## src/rtl/stm_split_pkg.sv

```systemverilog
package stm_split_pkg;
  localparam logic [1:0] BURST_INCR = 2'b01;
  typedef enum logic [1:0] {ST_IDLE, ST_ADDR, ST_DATA} split_state_t;
endpackage

```

## src/rtl/stm_split_plan.sv

```systemverilog
// Splits a request into a head burst (up to the end of the line) and a
// wrapped tail burst at the line base; flags requests needing a third.
module stm_split_plan #(
  parameter int LINE_WORDS = 8,
  parameter int IDX_W      = 3,
  parameter int CNT_W      = 5
) (
  input  logic [IDX_W-1:0] start_idx,
  input  logic [CNT_W-1:0] count,
  output logic [CNT_W-1:0] head_cnt,
  output logic [CNT_W-1:0] tail_cnt,
  output logic             reject
);
  localparam int SUM_W = CNT_W + 1;

  logic [SUM_W-1:0] room;
  logic [SUM_W-1:0] cnt_x;
  logic [SUM_W-1:0] head_x;

  always_comb begin
    room     = SUM_W'(LINE_WORDS) - SUM_W'(start_idx);
    cnt_x    = SUM_W'(count);
    head_x   = (cnt_x < room) ? cnt_x : room;
    reject   = (count == '0) || (cnt_x > room + SUM_W'(LINE_WORDS));
    head_cnt = CNT_W'(head_x);
    tail_cnt = CNT_W'(cnt_x - head_x);
  end
endmodule

```

## src/rtl/stm_split_aw.sv

```systemverilog
// Derives size, length and first strobe of one burst from its start word
// and word count.
module stm_split_aw #(
  parameter int WORD_W = 32,
  parameter int IDX_W  = 3,
  parameter int CNT_W  = 5
) (
  input  logic [IDX_W-1:0]        start_idx,
  input  logic [CNT_W-1:0]        word_cnt,
  output logic [2:0]              size_code,
  output logic [7:0]              len_code,
  output logic [(2*WORD_W)/8-1:0] strb_first
);
  localparam int STRB_W    = (2 * WORD_W) / 8;
  localparam int HALF      = STRB_W / 2;
  localparam int WORD_SIZE = $clog2(WORD_W / 8);
  localparam int BT_W      = CNT_W + 1;
  localparam logic [STRB_W-1:0] LO_MASK = STRB_W'({HALF{1'b1}});
  localparam logic [STRB_W-1:0] HI_MASK = LO_MASK << HALF;

  logic [BT_W-1:0] beats;
  logic            odd_start;

  always_comb begin
    odd_start = start_idx[0];
    beats = (BT_W'(odd_start) + BT_W'(word_cnt) + BT_W'(1)) >> 1;
    if (word_cnt == CNT_W'(1)) begin
      size_code  = 3'(WORD_SIZE);
      len_code   = 8'd0;
      strb_first = odd_start ? HI_MASK : LO_MASK;
    end else begin
      size_code  = 3'(WORD_SIZE + 1);
      len_code   = 8'(beats - BT_W'(1));
      strb_first = odd_start ? HI_MASK : (LO_MASK | HI_MASK);
    end
  end
endmodule

```

## src/rtl/stm_split_pack.sv

```systemverilog
// Packs 32-bit words into 64-bit beats for one burst. A two-word beat
// parks its lower word in a holding register; the upper word passes
// straight through, so no beat is buffered beyond that one word.
module stm_split_pack #(
  parameter int WORD_W = 32,
  parameter int IDX_W  = 3,
  parameter int CNT_W  = 5
) (
  input  logic                    clk,
  input  logic                    rst_n,
  input  logic                    load,
  input  logic [IDX_W-1:0]        load_start,
  input  logic [CNT_W-1:0]        load_cnt,
  input  logic                    active,
  input  logic                    s_valid,
  output logic                    s_ready,
  input  logic [WORD_W-1:0]       s_data,
  output logic                    w_valid,
  input  logic                    w_ready,
  output logic [2*WORD_W-1:0]     w_data,
  output logic [(2*WORD_W)/8-1:0] w_strb,
  output logic                    w_last
);
  localparam int STRB_W = (2 * WORD_W) / 8;
  localparam int HALF   = STRB_W / 2;
  localparam logic [STRB_W-1:0] LO_MASK = STRB_W'({HALF{1'b1}});
  localparam logic [STRB_W-1:0] HI_MASK = LO_MASK << HALF;

  logic [IDX_W-1:0]  cur_idx;
  logic [CNT_W-1:0]  left;
  logic [WORD_W-1:0] hold;
  logic              have_lo;
  logic              pair;
  logic [CNT_W-1:0]  step;

  always_comb begin
    pair    = !cur_idx[0] && (left >= CNT_W'(2));
    step    = pair ? CNT_W'(2) : CNT_W'(1);
    s_ready = 1'b0;
    w_valid = 1'b0;
    if (active) begin
      if (pair && !have_lo) begin
        s_ready = 1'b1;
      end else begin
        w_valid = s_valid;
        s_ready = w_ready;
      end
    end
    if (pair) begin
      w_data = {s_data, hold};
      w_strb = LO_MASK | HI_MASK;
    end else if (cur_idx[0]) begin
      w_data = {s_data, {WORD_W{1'b0}}};
      w_strb = HI_MASK;
    end else begin
      w_data = {{WORD_W{1'b0}}, s_data};
      w_strb = LO_MASK;
    end
    w_last = (left == step);
  end

  always_ff @(posedge clk) begin
    if (!rst_n) begin
      cur_idx <= '0;
      left    <= '0;
      hold    <= '0;
      have_lo <= 1'b0;
    end else if (load) begin
      cur_idx <= load_start;
      left    <= load_cnt;
      have_lo <= 1'b0;
    end else if (active) begin
      if (s_valid && s_ready && pair && !have_lo) begin
        hold    <= s_data;
        have_lo <= 1'b1;
      end
      if (w_valid && w_ready) begin
        cur_idx <= cur_idx + IDX_W'(step);
        left    <= left - step;
        have_lo <= 1'b0;
      end
    end
  end
endmodule

```

## src/rtl/stm_line_splitter.sv

```systemverilog
module stm_line_splitter #(
  parameter int ADDR_W     = 32,
  parameter int WORD_W     = 32,
  parameter int LINE_WORDS = 8,
  localparam int BEAT_W    = 2 * WORD_W,
  localparam int STRB_W    = BEAT_W / 8,
  localparam int IDX_W     = $clog2(LINE_WORDS),
  localparam int WB_W      = $clog2(WORD_W / 8),
  localparam int OFF_W     = IDX_W + WB_W,
  localparam int CNT_W     = $clog2(2 * LINE_WORDS + 1)
) (
  input  logic              clk,
  input  logic              rst_n,
  input  logic              req_valid,
  output logic              req_ready,
  input  logic [ADDR_W-1:0] req_addr,
  input  logic [CNT_W-1:0]  req_count,
  output logic              req_err,
  output logic              aw_valid,
  input  logic              aw_ready,
  output logic [ADDR_W-1:0] aw_addr,
  output logic [1:0]        aw_burst,
  output logic [2:0]        aw_size,
  output logic [7:0]        aw_len,
  output logic [STRB_W-1:0] aw_strb_first,
  input  logic              wd_valid,
  output logic              wd_ready,
  input  logic [WORD_W-1:0] wd_data,
  output logic              w_valid,
  input  logic              w_ready,
  output logic [BEAT_W-1:0] w_data,
  output logic [STRB_W-1:0] w_strb,
  output logic              w_last
);
  import stm_split_pkg::*;

  split_state_t             state;
  logic                     tail_phase;
  logic [ADDR_W-OFF_W-1:0]  line_tag;
  logic [IDX_W-1:0]         head_start;
  logic [CNT_W-1:0]         head_cnt_q;
  logic [CNT_W-1:0]         tail_cnt_q;
  logic                     err_q;

  logic [CNT_W-1:0]         plan_head;
  logic [CNT_W-1:0]         plan_tail;
  logic                     plan_reject;
  logic [IDX_W-1:0]         cur_start;
  logic [CNT_W-1:0]         cur_cnt;
  logic                     unused_low_bits;

  assign unused_low_bits = ^req_addr[WB_W-1:0];

  stm_split_plan #(
    .LINE_WORDS(LINE_WORDS), .IDX_W(IDX_W), .CNT_W(CNT_W)
  ) u_plan (
    .start_idx (req_addr[OFF_W-1:WB_W]),
    .count     (req_count),
    .head_cnt  (plan_head),
    .tail_cnt  (plan_tail),
    .reject    (plan_reject)
  );

  assign cur_start = tail_phase ? '0 : head_start;
  assign cur_cnt   = tail_phase ? tail_cnt_q : head_cnt_q;

  stm_split_aw #(
    .WORD_W(WORD_W), .IDX_W(IDX_W), .CNT_W(CNT_W)
  ) u_aw (
    .start_idx  (cur_start),
    .word_cnt   (cur_cnt),
    .size_code  (aw_size),
    .len_code   (aw_len),
    .strb_first (aw_strb_first)
  );

  assign req_ready = (state == ST_IDLE);
  assign req_err   = err_q;
  assign aw_valid  = (state == ST_ADDR);
  assign aw_addr   = {line_tag, cur_start, {WB_W{1'b0}}};
  assign aw_burst  = BURST_INCR;

  stm_split_pack #(
    .WORD_W(WORD_W), .IDX_W(IDX_W), .CNT_W(CNT_W)
  ) u_pack (
    .clk        (clk),
    .rst_n      (rst_n),
    .load       (aw_valid && aw_ready),
    .load_start (cur_start),
    .load_cnt   (cur_cnt),
    .active     (state == ST_DATA),
    .s_valid    (wd_valid),
    .s_ready    (wd_ready),
    .s_data     (wd_data),
    .w_valid    (w_valid),
    .w_ready    (w_ready),
    .w_data     (w_data),
    .w_strb     (w_strb),
    .w_last     (w_last)
  );

  always_ff @(posedge clk) begin
    if (!rst_n) begin
      state      <= ST_IDLE;
      tail_phase <= 1'b0;
      line_tag   <= '0;
      head_start <= '0;
      head_cnt_q <= '0;
      tail_cnt_q <= '0;
      err_q      <= 1'b0;
    end else begin
      err_q <= 1'b0;
      case (state)
        ST_IDLE: begin
          if (req_valid) begin
            if (plan_reject) begin
              err_q <= 1'b1;
            end else begin
              line_tag   <= req_addr[ADDR_W-1:OFF_W];
              head_start <= req_addr[OFF_W-1:WB_W];
              head_cnt_q <= plan_head;
              tail_cnt_q <= plan_tail;
              tail_phase <= 1'b0;
              state      <= ST_ADDR;
            end
          end
        end
        ST_ADDR: begin
          if (aw_ready) state <= ST_DATA;
        end
        ST_DATA: begin
          if (w_valid && w_ready && w_last) begin
            if (!tail_phase && (tail_cnt_q != '0)) begin
              tail_phase <= 1'b1;
              state      <= ST_ADDR;
            end else begin
              state <= ST_IDLE;
            end
          end
        end
        default: state <= ST_IDLE;
      endcase
    end
  end
endmodule

```

## config.mk

```make
export PLATFORM = sky130hd
export DESIGN_NAME = stm_line_splitter
export DESIGN_NICKNAME = d
export VERILOG_FILES = /design/src/rtl/stm_split_pkg.sv /design/src/rtl/stm_split_plan.sv /design/src/rtl/stm_split_aw.sv /design/src/rtl/stm_split_pack.sv /design/src/rtl/stm_line_splitter.sv
export SDC_FILE = /design/constraint.sdc
export NUM_CORES = 1
export LEC_CHECK = 0
export BUFFER_PORTS_ARGS = -buffer_cell sky130_fd_sc_hd__buf_2
export CELL_PAD_IN_SITES_DETAIL_PLACEMENT = 0
export CELL_PAD_IN_SITES_GLOBAL_PLACEMENT = 2
export CORE_ASPECT_RATIO = 1.2
export CORE_MARGIN = 2
export CORE_UTILIZATION = 26
export DETAILED_ROUTE_END_ITERATION = 16
export GPL_TIMING_DRIVEN = 0
export PLACE_DENSITY = 0.77
export SETUP_SLACK_MARGIN = 0.5
export SKIP_LAST_GASP = 1
export SLEW_MARGIN = 10
export SYNTH_ARGS = -nofsm -noshare
export SYNTH_HDL_FRONTEND = slang
export SYNTH_HIERARCHICAL = 1
export SYNTH_SLANG_ARGS = --single-unit
```

## constraint.sdc

```tcl
create_clock -name clk -period 3.7 [get_ports clk]
set_input_delay 0.185 -clock clk [delete_from_list [all_inputs] [get_ports clk]]
set_output_delay 0.185 -clock clk [all_outputs]
set_load 0.1 [all_outputs]
```

# Yosys cells after proc, flatten, opt, wreduce, memory -nomap -nowiden
# Cells that the tools add are included.
dict set report word_totals {
  register_bits 85
  latch_bits 0
  mem_bits_rw 0
  memories 0
  romBits 0
  word_cells 99
  out_inout_bits 131
  inputBits 75
}
dict set report classes {
  multipliers 0
  div 0
  magnitude_cmp 3
  n_reduce_logical 28
  n_addsub 8
  shifts 0
  bitwise 3
  muxes 37
  eq_ne 9
}
# op n
set op_table {}
lappend op_table {{$mux 64} 2}
lappend op_table {{$mux 8} 5}
lappend op_table {{$mux 5} 5}
lappend op_table {{$mux 1} 13}
lappend op_table {{$mux 3} 4}
lappend op_table {{$mux 2} 5}
lappend op_table {{$sub 5x5->5} 2}
lappend op_table {{$logic_and 1x1->1} 9}
lappend op_table {{$reduce_and 3->1} 3}
lappend op_table {{$ne 2x2->1 const B} 4}
lappend op_table {{$reduce_bool 2->1} 4}
lappend op_table {{$add 1x5->6} 1}
lappend op_table {{$add 6x1->6 const B} 1}
lappend op_table {{$add 6x4->6 const B} 1}
lappend op_table {{$gt 5x6->1} 1}
lappend op_table {{$lt 5x6->1} 1}
lappend op_table {{$pmux 2 s3} 1}
lappend op_table {{$sub 5x1->6 const B} 1}
lappend op_table {{$eq 5x1->1 const B} 1}
lappend op_table {{$eq 5x5->1} 1}
lappend op_table {{$ge 5x2->1 const B} 1}
lappend op_table {{$logic_not 5->1} 1}
lappend op_table {{$reduce_and 5->1} 1}
lappend op_table {{$reduce_bool 5->1} 1}
lappend op_table {{14 further kinds} 19}

# Depth between registers and ports, before layout
# Gate-level depths: netlist (run 1).
dict set report depth {
  word_depth 10
  mapped_depth 16
  depth_no_buf 16
}

# Cells and area by module
# The synthesis (run 1) kept the hierarchy.
# mod cells_each area_each_um2 instances seq_area_each_um2
set by_module_without_submodules {}
lappend by_module_without_submodules {stm_split_pack 280 2222.1 1 780.7}
lappend by_module_without_submodules {stm_line_splitter 219 1808.0 1 880.8}
lappend by_module_without_submodules {stm_split_plan 52 442.9 1 0.0}
lappend by_module_without_submodules {stm_split_aw 40 306.5 1 0.0}

# Worst setup path after synthesis (run 1)
# No wires, ideal clock.
dict set report synth_path {
  path_kind {register -> register}
  startpoint {reg u_pack.left[2]}
  endpoint {reg state[1]}
  t_arrival_ns 4.933
  setup_ns 0.115
  n_path_buf 1
  synth_period_minus_slack_ns 5.048
  stages_incl_launch_ff 11
  t_required_ns 3.585
  setup_slack_ns -1.348
  cell_sequence {dfxtp_1 -> nor4_2 -> nor2_1 -> buf_2 -> inv_1 -> ha_1 -> nand2_1 -> nor4_1 -> and3_1 -> nor2b_1 -> o21a_1}
}
dict set report synth_between {
  elab_cells_between_ends 11
  classes_between {order compare: 1; eq/ne: 2; mux: 3; reduce/logical: 5}
}
# element line_no
set synth_lines {}
lappend synth_lines {{from (decl)} stm_split_pack.sv:30} ;# logic [CNT_W-1:0] left;
lappend synth_lines {{from (signal assigned)} stm_split_pack.sv:70} ;# left <= load_cnt;
lappend synth_lines {{from (signal assigned)} stm_split_pack.sv:79} ;# left <= left - step;
lappend synth_lines {{$ge 5x2->1} stm_split_pack.sv:37} ;# pair = !cur_idx[0] && (left >= CNT_W'(2));
lappend synth_lines {{$logic_and 1x1->1} stm_split_pack.sv:37}
lappend synth_lines {{$mux 2} stm_split_pack.sv:38} ;# step = pair ? CNT_W'(2) : CNT_W'(1);
lappend synth_lines {{$eq 5x5->1 *} stm_split_pack.sv:59} ;# w_last = (left == step);
lappend synth_lines {{named net w_last} stm_line_splitter.sv:33} ;# output logic w_last
lappend synth_lines {{$logic_and 1x1->1 *} stm_line_splitter.sv:132} ;# if (w_valid && w_ready && w_last) begin
lappend synth_lines {{$ne 2x2->1 (no source line) *} -}
lappend synth_lines {{$reduce_and 4->1 (no source line) *} -}
lappend synth_lines {{to (signal assigned)} stm_line_splitter.sv:129} ;# if (aw_ready) state <= ST_DATA;
lappend synth_lines {{to (signal assigned)} stm_line_splitter.sv:135} ;# state <= ST_ADDR;
lappend synth_lines {{to (signal assigned)} stm_line_splitter.sv:137} ;# state <= ST_IDLE;
lappend synth_lines {{to (decl)} stm_line_splitter.sv:37} ;# split_state_t state;
# Mark *: on every way through the listed nets, which the timed path passes. The rest lies on a longest branch.
# A chain may end at the register's enable or synchronous reset.

# Worst setup path after layout (run 1)
dict set report layout_path {
  startpoint {reg tail_phase}
  endpoint {out aw_len[3]}
}
dict set report layout_between {
  elab_chain_cells 5
  elab_cells_between_ends 7
  classes_between {add/sub: 3; eq/ne: 1; mux: 3}
}
# element line_no
set layout_rtl {}
lappend layout_rtl {{from (decl)} stm_line_splitter.sv:38} ;# logic tail_phase;
lappend layout_rtl {{from (signal assigned)} stm_line_splitter.sv:105} ;# tail_phase <= 1'b0;
lappend layout_rtl {{from (signal assigned)} stm_line_splitter.sv:123} ;# tail_phase <= 1'b0;
lappend layout_rtl {{from (signal assigned)} stm_line_splitter.sv:134} ;# tail_phase <= 1'b1;
lappend layout_rtl {{$mux 5 *} stm_line_splitter.sv:65} ;# assign cur_cnt = tail_phase ? tail_cnt_q : head_cnt_q;
lappend layout_rtl {{named net cur_cnt[0]} stm_line_splitter.sv:49} ;# logic [CNT_W-1:0] cur_cnt;
lappend layout_rtl {{$add 1x5->6} stm_split_aw.sv:26} ;# beats = (BT_W'(odd_start) + BT_W'(word_cnt) + BT_W'(1)) >> 1;
lappend layout_rtl {{$add 6x1->6} stm_split_aw.sv:26}
lappend layout_rtl {{$sub 5x1->6} stm_split_aw.sv:33} ;# len_code = 8'(beats - BT_W'(1));
lappend layout_rtl {{$mux 8 *} stm_split_aw.sv:27} ;# if (word_cnt == CNT_W'(1)) begin
lappend layout_rtl {{to (decl)} stm_line_splitter.sv:24} ;# output logic [7:0] aw_len,
# Marks and branches as above.

==> impl_metrics.prom, run 1 <==
# TYPE chip_impl_metric gauge
chip_impl_metric{name="drtPass1Iterations",unit=""} 4
chip_impl_metric{name="cap_violations",unit=""} 0
chip_impl_metric{name="max_freq",unit="MHz"} 325
chip_impl_info{name="status",value="complete, no violations"} 1
chip_impl_metric{name="clock_insertion_delay_worst_skew",unit="ps"} 340
chip_impl_metric{name="worst_setup_hold_path_clk_slew",unit="ps"} 60
chip_impl_metric{name="cts_sinks",unit=""} 83
chip_impl_metric{name="postSynthAreaPerCell",unit="um^2"} 8.09
chip_impl_metric{name="synth-adder-area-share",unit=""} 0.0476
chip_impl_metric{name="r2r.worst_path.cells",unit=""} 10
chip_impl_metric{name="dp_hpwl",unit="um"} 12000
chip_impl_info{name="end_kind",value="output port"} 1
chip_impl_metric{name="final_setup_vio_count",unit=""} 0
chip_impl_info{name="timing.hold.worst.class",value="in2reg"} 1
chip_impl_info{name="ws_path_type",value="reg2out"} 1
chip_impl_metric{name="routabilityCongestion",unit=""} 0.782
chip_impl_metric{name="totalNegativeSetupSlack",unit="ps"} 0
chip_impl_metric{name="via_count_of_the_first_global_routing_pass",unit=""} 4799
chip_impl_metric{name="p_int",unit="mW"} 1.98
chip_impl_info{name="synth.area.top_cells",value="sky130_fd_sc_hd__dfxtp_1 (35%), sky130_fd_sc_hd__nand3_1 (8.1%), sky130_fd_sc_hd__nand2_1 (6.3%)"} 1
chip_impl_metric{name="crit_path_max_fanout",unit=""} 10
chip_impl_metric{name="drc",unit=""} 0
chip_impl_metric{name="slew_viol_final",unit=""} 0
chip_impl_metric{name="instance_count_of_the_mapped_netlist",unit=""} 591
chip_impl_metric{name="final_nets",unit=""} 892
chip_impl_metric{name="initial_utilization",unit=""} 0.264
chip_impl_metric{name="final_min_period_over_clock_period",unit=""} 0.831
chip_impl_metric{name="ir_drop",unit="V"} 0.000265
chip_impl_info{name="synth_top_family_by_area",value="simple AND/OR/NAND/NOR gates"} 1
chip_impl_metric{name="htree_num_levels",unit=""} 3
chip_impl_metric{name="grt_first_pass_wirelength",unit="um"} 24500
chip_impl_metric{name="grt_antenna_before_repair",unit=""} 0
chip_impl_metric{name="cpPeakStageDelay",unit="ps"} 410
chip_impl_metric{name="yosysWarningCount",unit=""} 6
chip_impl_metric{name="num_antenna_cells",unit=""} 0
chip_impl_metric{name="clock_tree.buffer_depth",unit=""} 2
chip_impl_metric{name="synth_edf_count",unit=""} 0
chip_impl_metric{name="buffers_on_ports",unit=""} 196
chip_impl_metric{name="seq_area_frac_synth",unit=""} 0.348
chip_impl_metric{name="chipHeight",unit="um"} 153
chip_impl_metric{name="worst-r2r-setup-slack",unit="ps"} 870
chip_impl_metric{name="synth.distinct_cells",unit=""} 57
chip_impl_metric{name="worst_hold_slack",unit="ps"} 59.5
chip_impl_metric{name="die-area",unit="mm^2"} 0.0195
chip_impl_metric{name="detail_route.iter0.violations",unit=""} 205
chip_impl_metric{name="post_drt_via_cell_ratio",unit=""} 4.76
chip_impl_metric{name="detail_route.wirelength",unit="um"} 15000
chip_impl_metric{name="detail-route-antenna-nets",unit=""} 0
chip_impl_metric{name="post_synth_instance_area",unit="mm^2"} 0.00478
chip_impl_metric{name="worstHoldPathCells",unit=""} 3
chip_impl_info{name="critical_path.cell_chain",value="clkbuf_4 > mux2_2 > or2_1 > ha_1 > nand3_1 > xor2_2 > or2b_1 > mux2i_4 > buf_6"} 1
chip_impl_metric{name="synth_compound_gate_area_share",unit=""} 0.190
chip_impl_info{name="tritoncts",value="done"} 1
chip_impl_metric{name="p_leak",unit="nW"} 3.01
chip_impl_metric{name="power_density_over_cell_area",unit="mW/mm^2"} 679
chip_impl_metric{name="total_switching_power",unit="mW"} 2.40
chip_impl_metric{name="worst_clock_skew",unit="ps"} 6.34
chip_impl_info{name="timing.critical_path.from_type",value="flop"} 1
chip_impl_info{name="grt_setup_unrepaired",value="no"} 1
chip_impl_metric{name="p_total",unit="mW"} 4.38
chip_impl_info{name="post-synth-top-area-cell",value="sky130_fd_sc_hd__dfxtp_1"} 1
chip_impl_metric{name="hold_viol_final",unit=""} 0
chip_impl_metric{name="route.detailed.wl_per_inst",unit="um"} 14.6
chip_impl_metric{name="slew_at_the_pin_closest_to_its_max_slew_limit",unit="ps"} 758
chip_impl_info{name="timing.critical_path.slowest_stage_cell",value="sky130_fd_sc_hd__mux2_2"} 1
chip_impl_info{name="crit-reg2reg-launch",value="u_pack/left[4]$_SDFFE_PN0P_"} 1
chip_impl_metric{name="comb_power_share",unit=""} 0.561
chip_impl_metric{name="cp.required",unit="ps"} 3510
chip_impl_metric{name="grtUsageTotal",unit=""} 0.155
chip_impl_metric{name="synth_seq_cells",unit=""} 83
chip_impl_metric{name="standard_cell_rows",unit=""} 54
chip_impl_info{name="timing.hold.worst.start",value="req_addr[16]"} 1
chip_impl_metric{name="io-pin-count",unit=""} 206
chip_impl_metric{name="yosysTopAreaCellShare",unit=""} 0.348
chip_impl_info{name="final_cell_mix",value="sky130_fd_sc_hd__buf_2 (200), sky130_fd_sc_hd__dfxtp_1 (83), sky130_fd_sc_hd__nand2_1 (79)"} 1
chip_impl_metric{name="final_period_minus_worst_setup_slack",unit="ps"} 3070
chip_impl_metric{name="synth-xor-area-share",unit=""} 0.0199
chip_impl_metric{name="die-width",unit="um"} 128
chip_impl_metric{name="switching_share",unit=""} 0.549
chip_impl_metric{name="maximum_number_of_pins_on_one_net_before_global_route_repair",unit=""} 14
chip_impl_metric{name="routed-via-count",unit=""} 4895
chip_impl_metric{name="fillerInstances",unit=""} 1941
chip_impl_metric{name="drive_gt1_frac",unit=""} 0.359
chip_impl_info{name="min_delay_worst_endpoint",value="line_tag[11]$_SDFFE_PN0P_"} 1
chip_impl_info{name="r2r-end",value="u_pack/left[4]$_SDFFE_PN0P_"} 1
chip_impl_metric{name="placeableCoreArea",unit="mm^2"} 0.0181
chip_impl_metric{name="slew_headroom",unit=""} 0.492
chip_impl_metric{name="cp_data_arrival_time",unit="ps"} 2890
chip_impl_metric{name="globalRouteOverflowTotal",unit=""} 0
chip_impl_metric{name="synth_mux_area_frac",unit=""} 0.0348
chip_impl_info{name="ctsRootBufferMaster",value="sky130_fd_sc_hd__clkbuf_16"} 1
chip_impl_metric{name="async_reset_ff_frac",unit=""} 0
chip_impl_info{name="most_common_cell_after_layout_fill_and_taps_aside",value="sky130_fd_sc_hd__buf_2"} 1
chip_impl_metric{name="clockPowerShare",unit=""} 0.218
chip_impl_metric{name="syn2layout_area_growth",unit="%"} 35.0
chip_impl_info{name="synth_top_flop_cell",value="sky130_fd_sc_hd__dfxtp_1"} 1
chip_impl_metric{name="synth-simple-area-share",unit=""} 0.261
chip_impl_metric{name="power.sequential.fraction",unit=""} 0.220
chip_impl_metric{name="tritoncts.num_buffers",unit=""} 9
## layout make-up
| class | count | area (um^2) | share of cell area |
|---|---|---|---|
| Inverter | 20 | 75.1 | 0.0116 |
| Sequential cell | 83 | 1660 | 0.258 |
| Buffer | 64 | 387 | 0.0599 |
| Clock buffer | 11 | 233 | 0.0361 |
| Tap cell | 224 | 280 | 0.0434 |
| Clock inverter | 5 | 77.6 | 0.0120 |
| Multi-Input combinational cell | 426 | 2730 | 0.424 |
| Timing Repair Buffer | 196 | 1000 | 0.156 |
## power groups by stage
stage / logic (mW) / clock network (mW) / registers, mW
CTS: 2.46 / 0.990 / 0.965
global route: 2.57 / 1.03 / 0.972
detailed placement: 2.44 / 0 / 0.985
floorplan: 1.90 / 0 / 1.14
finish: 2.46 / 0.957 / 0.966
global placement: 2.43 / 0 / 0.984
## state kept, by name (all words and copies together), names as in the netlist
| name | cells |
|---|---|
| u_pack/cur_idx | 1 |
| u_pack/have_lo | 1 |
| tail_cnt_q | 5 |
| u_pack/hold | 32 |
| state | 2 |
| req_err | 1 |
| line_tag | 27 |
| u_pack/left | 5 |
| head_cnt_q | 5 |
| tail_phase | 1 |
| head_start | 3 |
## cells by family after synthesis
| kind of cell | after synthesis |
|---|---|
| muxes | 14 |
| DFF | 83 |
| other | 5 |
| adders and majority gates | 17 |
| buffers and inverters | 84 |
| xor gates and xnor gates | 10 |
| AOI/OAI and AO/OA | 141 |
| and+or+nand+nor | 237 |
## worst max-delay path: cells and delay by family (launching register included)
| kind | cells | cell delay, ps |
|---|---|---|
| xor gates and xnor gates | 1 | 300 |
| adders and majority gates | 1 | 230 |
| buffers and inverters | 2 | 480 |
| DFF | 1 | 300 |
| muxes | 2 | 560 |
| and+or+nand+nor | 3 | 670 |
## synthesized netlist by cell type (10+ instances only)
cell and count:
sky130_fd_sc_hd__a21oi_1 11, sky130_fd_sc_hd__a22o_1 33, sky130_fd_sc_hd__and2_1 33, sky130_fd_sc_hd__buf_4 24
sky130_fd_sc_hd__clkbuf_1 22, sky130_fd_sc_hd__dfxtp_1 83, sky130_fd_sc_hd__ha_1 15, sky130_fd_sc_hd__inv_1 19
sky130_fd_sc_hd__nand2_1 80, sky130_fd_sc_hd__nand3_1 77, sky130_fd_sc_hd__nor2_1 10, sky130_fd_sc_hd__o21ai_0 44
sky130_fd_sc_hd__o21ai_1 36
## layer usage
| layer | part of all wire | vias to the layer above | track usage |
|---|---|---|---|
| met5 | 0 | - | 0 |
| met4 | 0.012 | 0 | 0.0403 |
| met3 | 0.073 | 15 | 0.0390 |
| met2 | 0.49 | 189 | 0.279 |
| met1 | 0.42 | 2241 | 0.182 |
| li1 | - | 2450 | - |
## worst max-delay path by stage
stage                                      startpoint                         end  slack [ps]  cells after the start
final                         tail_phase$_SDFFE_PN0P_                   aw_len[3]         630                      9
after global routing          tail_phase$_SDFFE_PN0P_                   aw_len[3]         500                      9
after CTS                     tail_phase$_SDFFE_PN0P_                   aw_len[6]         520                      9
after detailed placement                  req_addr[4]  tail_cnt_q[4]$_SDFFE_PN0P_         270                     15
after global placement                    req_addr[4]  tail_cnt_q[4]$_SDFFE_PN0P_         400                     15
after floorplan           u_pack/left[2]$_SDFFE_PN0P_       state[1]$_SDFFE_PN0P_         570                     10
## timing repair
action,in CTS,in global routing
resized for setup,8,6
hold buffers,0,0
pin swaps,0,0
setup endpoints to repair,7,8
setup buffers,0,0
## through the flow
step | instances | cell area [um^2] | setup slack [ps] | util
2_1_floorplan | 593 | 4830 | 572 | -
3_3_place_gp | 1013 | 6090 | 398 | 0.336
3_5_place_dp | 1013 | 6090 | 265 | 0.336
4_1_cts | 1029 | 6430 | 521 | 0.355
5_1_grt | 1029 | 6450 | 505 | 0.356
6_report | 1029 | 6450 | 626 | 0.356
No activity file was read; power rests on OpenSTA's default activity.
==> inputs of run 2 (changes only) <==
Clock period 3.7 ns to 3 ns, I/O delays scaled along.
==> run 2 against run 1 <==
Routed wire length is 1.4% higher. First-iteration DRC count is 9.3% higher. Clock-buffer cell count is 1 lower. Largest power group unchanged.
==> impl_metrics.prom, run 2 (same netlist as run 1, synthesis figures left out) <==
# TYPE chip_impl_metric gauge
chip_impl_metric{name="grt_first_pass_wirelength",unit="um"} 24800
chip_impl_metric{name="p_leak",unit="nW"} 3.28
chip_impl_metric{name="max_reg_flops",unit=""} 32
chip_impl_metric{name="cap_violations",unit=""} 0
chip_impl_info{name="timing.critical_path.from_type",value="flop"} 1
chip_impl_metric{name="grt_antenna_before_repair",unit=""} 0
chip_impl_metric{name="drc",unit=""} 0
chip_impl_info{name="crit-reg2reg-launch",value="u_pack/left[3]$_SDFFE_PN0P_"} 1
chip_impl_info{name="worst_setup_path_startpoint",value="tail_phase$_SDFFE_PN0P_"} 1
chip_impl_info{name="largest_registers",value="u_pack/hold: 32 flops, line_tag: 27 flops"} 1
chip_impl_info{name="status",value="complete, no violations"} 1
chip_impl_metric{name="totalNegativeSetupSlack",unit="ps"} 0
chip_impl_metric{name="num_antenna_cells",unit=""} 0
chip_impl_metric{name="final_cell_area",unit="mm^2"} 0.00727
chip_impl_info{name="ctsRootBufferMaster",value="sky130_fd_sc_hd__clkbuf_16"} 1
chip_impl_metric{name="initial_utilization",unit=""} 0.264
chip_impl_metric{name="hold_viol_final",unit=""} 0
chip_impl_metric{name="post_drt_via_cell_ratio",unit=""} 4.70
chip_impl_info{name="final_cell_mix",value="sky130_fd_sc_hd__buf_2 (144), sky130_fd_sc_hd__buf_4 (78), sky130_fd_sc_hd__dfxtp_1 (78)"} 1
chip_impl_metric{name="crit_path_max_fanout",unit=""} 7
chip_impl_info{name="largest_register_by_flop_count",value="u_pack/hold"} 1
chip_impl_info{name="grt_setup_unrepaired",value="yes"} 1
chip_impl_metric{name="cp_data_arrival_time",unit="ps"} 2480
chip_impl_metric{name="slew_headroom",unit=""} 0.614
chip_impl_metric{name="cp.required",unit="ps"} 2850
chip_impl_metric{name="post_layout_instance_count_excluding_filler_cells",unit=""} 1057
chip_impl_metric{name="drtPass1Iterations",unit=""} 4
chip_impl_metric{name="ir_drop",unit="V"} 0.000330
chip_impl_info{name="tritoncts",value="done"} 1
chip_impl_info{name="ws_path_type",value="reg2out"} 1
chip_impl_metric{name="placeableCoreArea",unit="mm^2"} 0.0181
chip_impl_metric{name="die-width",unit="um"} 128
chip_impl_metric{name="routed-via-count",unit=""} 4970
chip_impl_metric{name="htree_num_levels",unit=""} 3
chip_impl_metric{name="dpl_worst_slack",unit="ps"} -132
chip_impl_metric{name="worst_setup_hold_path_clk_slew",unit="ps"} 70
chip_impl_metric{name="chipHeight",unit="um"} 153
chip_impl_metric{name="dpl-instance-area",unit="mm^2"} 0.00640
chip_impl_metric{name="p_total",unit="mW"} 5.64
chip_impl_metric{name="clock_insertion_delay_worst_skew",unit="ps"} 340
chip_impl_metric{name="die-area",unit="mm^2"} 0.0195
chip_impl_metric{name="final_setup_vio_count",unit=""} 0
chip_impl_metric{name="buffers_on_ports",unit=""} 196
chip_impl_metric{name="via_count_of_the_first_global_routing_pass",unit=""} 4909
chip_impl_metric{name="syn2layout_area_growth",unit="%"} 52.1
chip_impl_metric{name="final_period_minus_worst_setup_slack",unit="ps"} 2630
chip_impl_metric{name="maximum_number_of_pins_on_one_net_before_global_route_repair",unit=""} 16
chip_impl_metric{name="globalRouteOverflowTotal",unit=""} 0
chip_impl_metric{name="cts_sinks",unit=""} 83
chip_impl_metric{name="slew_at_the_pin_closest_to_its_max_slew_limit",unit="ps"} 578
chip_impl_metric{name="post-place-cells",unit=""} 1013
chip_impl_info{name="end_kind",value="output port"} 1
chip_impl_metric{name="slew_viol_final",unit=""} 0
chip_impl_metric{name="tritoncts.num_buffers",unit=""} 9
chip_impl_metric{name="detail_route.iter0.violations",unit=""} 224
chip_impl_metric{name="detail-route-antenna-nets",unit=""} 0
chip_impl_metric{name="cts_hold_buf",unit=""} 0
chip_impl_metric{name="standard_cell_rows",unit=""} 54
chip_impl_info{name="timing.hold.worst.start",value="req_addr[16]"} 1
chip_impl_info{name="most_common_cell_after_layout_fill_and_taps_aside",value="sky130_fd_sc_hd__buf_2"} 1
chip_impl_metric{name="setup_ws",unit="ps"} 366
chip_impl_metric{name="io-pin-count",unit=""} 206
chip_impl_metric{name="final_nets",unit=""} 920
chip_impl_metric{name="fillerInstances",unit=""} 1913
chip_impl_metric{name="final_min_period_over_clock_period",unit=""} 0.878
chip_impl_metric{name="detail_route.wirelength",unit="um"} 15200
chip_impl_metric{name="max_freq",unit="MHz"} 380
chip_impl_metric{name="finalCoreUtilization",unit=""} 0.402
chip_impl_metric{name="worst_clock_skew",unit="ps"} 8.51
chip_impl_metric{name="dp_hpwl",unit="um"} 11900
chip_impl_metric{name="routabilityCongestion",unit=""} 0.793
chip_impl_info{name="timing.hold.worst.class",value="in2reg"} 1
chip_impl_metric{name="drive_gt1_frac",unit=""} 0.426
chip_impl_metric{name="power_density_over_cell_area",unit="mW/mm^2"} 775
chip_impl_metric{name="worst_hold_slack",unit="ps"} 21.1
chip_impl_metric{name="grtUsageTotal",unit=""} 0.157
chip_impl_metric{name="route.detailed.wl_per_inst",unit="um"} 14.4
chip_impl_metric{name="clock_tree.buffer_depth",unit=""} 2
[run 2: cell count changes in the layout (fill, tap and decap cells not counted), sizes merged]
cell      delta
clkinv       -1
inv          +1
bufinv       -2
clkinvlp     +3
clkbuf      +12
buf         +15
[run 2: worst max-delay path, cell delays in order (launching register included)]
cell	delay, ps
sky130_fd_sc_hd__dfxtp_2	330
sky130_fd_sc_hd__buf_8	120
sky130_fd_sc_hd__mux2_4	300
sky130_fd_sc_hd__or2_4	250
sky130_fd_sc_hd__ha_4	190
sky130_fd_sc_hd__xnor2_4	160
sky130_fd_sc_hd__ha_2	220
sky130_fd_sc_hd__nand3_2	70
sky130_fd_sc_hd__mux2_4	330
sky130_fd_sc_hd__buf_12	170
[run 2: power breakdown]
group	switching, mW	total (mW)	internal, mW
Combinational	2.54	3.39	0.855
Sequential	0.0380	1.19	1.16
Clock	0.486	1.05	0.569
[run 2: routing by layer]
layer	GRT usage	vias up	routed length (um)
li1	-	2509	-
met1	0.187	2311	6480
met2	0.280	139	7790
met3	0.0348	11	808
met4	0.0434	0	140
met5	0	-	0
[run 2: area by class of cell]
type / count / area [um^2] / area share
buffer: 64 / 474 / 0.0652
clock buffer: 10 / 229 / 0.0315
clock inverter: 6 / 48.8 / 0.00671
inverter: 20 / 101 / 0.0139
multi-input combinational: 426 / 2990 / 0.411
sequential: 83 / 1670 / 0.230
tap: 224 / 280 / 0.0385
timing repair buffer: 224 / 1480 / 0.203
[run 2: final timing paths]
kind / end / slack [ps] / cells after the start
setup / recovery: aw_len[4] / 370 / 9
hold / removal: line_tag[11]$_SDFFE_PN0P_ / 20 / 3
setup reg to reg: u_pack/left[4]$_SDFFE_PN0P_ / 610 / 10
hold reg to reg: head_start[1]$_SDFFE_PN0P_ / 440 / 2
[run 2: timing repair]
| action | 4_1_cts | 5_1_grt |
|---|---|---|
| gates resized for setup | 65 | 61 |
| pin swaps | 9 | 14 |
| buffers inserted | 14 | 14 |
| endpoints found under the setup margin | 77 | 97 |
==> inputs of run 3 (changes only) <==
Settings changed: CORE_MARGIN 2 to not set.
==> run 3 against run 2 <==
Sequential power hardly changed. Critical path depth stayed put. Clock power rose by 27%. Clock skew decreased by 3.6 ps. Largest cell class unchanged. Die area is 2.9% lower. Highest routed layer unchanged. Hold slack gained 4.8 ps. Combinational power barely moved. Register-to-register slack better by 30 ps.
==> impl_metrics.prom, run 3 (same netlist as run 1, synthesis figures left out) <==
# TYPE chip_impl_metric gauge
chip_impl_info{name="status",value="complete, no violations"} 1
chip_impl_metric{name="slew_at_the_pin_closest_to_its_max_slew_limit",unit="ps"} 545
chip_impl_metric{name="die-area",unit="mm^2"} 0.0189
chip_impl_info{name="final_cell_mix",value="sky130_fd_sc_hd__buf_2 (145), sky130_fd_sc_hd__buf_4 (79), sky130_fd_sc_hd__dfxtp_1 (78)"} 1
chip_impl_metric{name="p_int",unit="mW"} 2.88
chip_impl_metric{name="power_density_over_cell_area",unit="mW/mm^2"} 808
chip_impl_metric{name="tritoncts.num_buffers",unit=""} 9
chip_impl_info{name="ws_path_type",value="reg2out"} 1
chip_impl_metric{name="worst_hold_slack",unit="ps"} 25.9
chip_impl_metric{name="maximum_number_of_pins_on_one_net_before_global_route_repair",unit=""} 14
chip_impl_metric{name="globalRouteOverflowTotal",unit=""} 0
chip_impl_metric{name="drc",unit=""} 0
chip_impl_metric{name="grt_first_pass_wirelength",unit="um"} 23500
chip_impl_info{name="worst_setup_path_startpoint",value="tail_phase$_SDFFE_PN0P_"} 1
chip_impl_metric{name="cap_violations",unit=""} 0
chip_impl_metric{name="route.detailed.wl_per_inst",unit="um"} 14.3
chip_impl_metric{name="standard_cell_rows",unit=""} 53
chip_impl_metric{name="cp_data_arrival_time",unit="ps"} 2480
chip_impl_metric{name="io-pin-count",unit=""} 206
chip_impl_metric{name="grtUsageTotal",unit=""} 0.157
chip_impl_metric{name="clockPowerShare",unit=""} 0.225
chip_impl_metric{name="drtPass1Iterations",unit=""} 4
chip_impl_metric{name="cp.required",unit="ps"} 2850
chip_impl_info{name="crit-reg2reg-launch",value="u_pack/left[3]$_SDFFE_PN0P_"} 1
chip_impl_metric{name="detail-route-antenna-nets",unit=""} 0
chip_impl_metric{name="slew_headroom",unit=""} 0.637
chip_impl_metric{name="detail_route.wirelength",unit="um"} 15000
chip_impl_info{name="timing.hold.worst.class",value="in2reg"} 1
chip_impl_info{name="tritoncts",value="done"} 1
chip_impl_metric{name="via_count_of_the_first_global_routing_pass",unit=""} 4589
chip_impl_metric{name="drive_gt1_frac",unit=""} 0.424
chip_impl_metric{name="placeableCoreArea",unit="mm^2"} 0.0178
chip_impl_metric{name="detail_route.iter0.violations",unit=""} 200
chip_impl_metric{name="gr-usage-met3",unit=""} 0.0263
chip_impl_metric{name="r2r.worst_path.cells",unit=""} 10
chip_impl_metric{name="clock_tree.buffer_depth",unit=""} 2
chip_impl_metric{name="worstHoldPathCells",unit=""} 3
chip_impl_metric{name="final_min_period_over_clock_period",unit=""} 0.875
chip_impl_metric{name="total_switching_power",unit="mW"} 3.02
chip_impl_info{name="timing.hold.worst.start",value="req_addr[10]"} 1
chip_impl_info{name="min_delay_worst_endpoint",value="line_tag[5]$_SDFFE_PN0P_"} 1
chip_impl_metric{name="final_setup_vio_count",unit=""} 0
chip_impl_info{name="grt_setup_unrepaired",value="yes"} 1
chip_impl_metric{name="max_reg_flops",unit=""} 32
chip_impl_metric{name="post_drt_via_cell_ratio",unit=""} 4.73
chip_impl_metric{name="initial_utilization",unit=""} 0.269
chip_impl_metric{name="worst_setup_hold_path_clk_slew",unit="ps"} 60
chip_impl_metric{name="cts_hold_buf",unit=""} 0
chip_impl_metric{name="final_nets",unit=""} 915
chip_impl_metric{name="crit_path_max_fanout",unit=""} 7
chip_impl_metric{name="totalNegativeSetupSlack",unit="ps"} 0
chip_impl_metric{name="p_leak",unit="nW"} 3.31
chip_impl_info{name="timing.critical_path.from_type",value="flop"} 1
chip_impl_metric{name="gr-usage-met1",unit=""} 0.185
chip_impl_metric{name="switching_share",unit=""} 0.512
chip_impl_metric{name="ir_drop",unit="V"} 0.000305
chip_impl_metric{name="hold_viol_final",unit=""} 0
chip_impl_metric{name="die-width",unit="um"} 126
chip_impl_info{name="largest_register_by_flop_count",value="u_pack/hold"} 1
chip_impl_metric{name="grt_antenna_before_repair",unit=""} 0
chip_impl_metric{name="routabilityCongestion",unit=""} 0.778
chip_impl_metric{name="dp_hpwl",unit="um"} 11700
chip_impl_metric{name="power.sequential.fraction",unit=""} 0.202
chip_impl_metric{name="buffers_on_ports",unit=""} 196
chip_impl_metric{name="routed-via-count",unit=""} 4960
chip_impl_info{name="grt_busiest_layer",value="met2"} 1
chip_impl_metric{name="final_period_minus_worst_setup_slack",unit="ps"} 2630
chip_impl_metric{name="grt_use_met2",unit=""} 0.284
chip_impl_metric{name="htree_num_levels",unit=""} 3
chip_impl_metric{name="worst-r2r-setup-slack",unit="ps"} 640
chip_impl_metric{name="clock_insertion_delay_worst_skew",unit="ps"} 340
chip_impl_metric{name="chipHeight",unit="um"} 151
chip_impl_metric{name="num_antenna_cells",unit=""} 0
chip_impl_metric{name="syn2layout_area_growth",unit="%"} 52.9
chip_impl_metric{name="comb_power_share",unit=""} 0.572
chip_impl_metric{name="cts_sinks",unit=""} 83
chip_impl_info{name="ctsRootBufferMaster",value="sky130_fd_sc_hd__clkbuf_16"} 1
chip_impl_metric{name="slew_viol_final",unit=""} 0
chip_impl_info{name="r2r-end",value="u_pack/left[4]$_SDFFE_PN0P_"} 1
chip_impl_info{name="most_common_cell_after_layout_fill_and_taps_aside",value="sky130_fd_sc_hd__buf_2"} 1
chip_impl_metric{name="max_freq",unit="MHz"} 381
chip_impl_info{name="largest_registers",value="u_pack/hold: 32 flops, line_tag: 27 flops"} 1
chip_impl_metric{name="worst_clock_skew",unit="ps"} 4.95
chip_impl_info{name="end_kind",value="output port"} 1
## run 3: metrics by stage
stage / instance area, um^2 / util / total power, mW / setup slack [ps] / instances
finish: 7310 / 0.411 / 5.91 / 375 / 1048
global route: 7310 / 0.411 / 6.13 / 298 / 1048
CTS: 7110 / 0.400 / 5.89 / 335 / 1037
detailed placement: 6390 / 0.360 / 4.33 / -169 / 1009
global placement: 6390 / 0.360 / 4.32 / -136 / 1009
floorplan: 5140 / - / 3.86 / 34.0 / 593
## run 3: layout make-up
type	count	area, um^2
buffer	64	468
sequential	83	1670
timing repair buffer	219	1420
inverter	20	101
multi-input combinational	426	3020
tap	220	275
fill	1832	10500
clock buffer	12	267
clock inverter	4	95.1
## run 3: how the worst max path moves through the flow
stage	endpoint	depth (start not counted)
2_1_floorplan	state[1]$_SDFFE_PN0P_	10
3_3_place_gp	tail_cnt_q[4]$_SDFFE_PN0P_	17
3_5_place_dp	tail_cnt_q[4]$_SDFFE_PN0P_	15
4_1_cts	aw_len[3]	9
5_1_grt	aw_len[3]	9
6_report	aw_len[6]	9
## run 3: timing repair
action,CTS,global route
setup endpoints to repair,90,93
setup buffers,12,11
hold endpoints to repair,0,0
resized for setup,81,38
pin swaps,9,12
## run 3: worst max-delay path: stages, from the launching register on
cell	delay (ps)
sky130_fd_sc_hd__dfxtp_2	330
sky130_fd_sc_hd__buf_8	120
sky130_fd_sc_hd__mux2_4	300
sky130_fd_sc_hd__or2_4	240
sky130_fd_sc_hd__ha_4	190
sky130_fd_sc_hd__xnor2_4	180
sky130_fd_sc_hd__nor4b_4	230
sky130_fd_sc_hd__and3_4	270
sky130_fd_sc_hd__buf_12	110
sky130_fd_sc_hd__buf_12	160
## run 3: per-layer routing
| metal | wire length, um | share of wire |
|---|---|---|
| met1 | 6350 | 0.42 |
| met2 | 7710 | 0.51 |
| met3 | 743 | 0.050 |
| met4 | 183 | 0.012 |
| met5 | 0 | 0 |
## run 3: power by group through the flow
stage	clock network, mW	logic (mW)	registers [mW]
finish	1.33	3.38	1.20
global route	1.42	3.52	1.20
CTS	1.37	3.32	1.19
detailed placement	0	3.11	1.22
global placement	0	3.10	1.22
floorplan	0	2.45	1.41
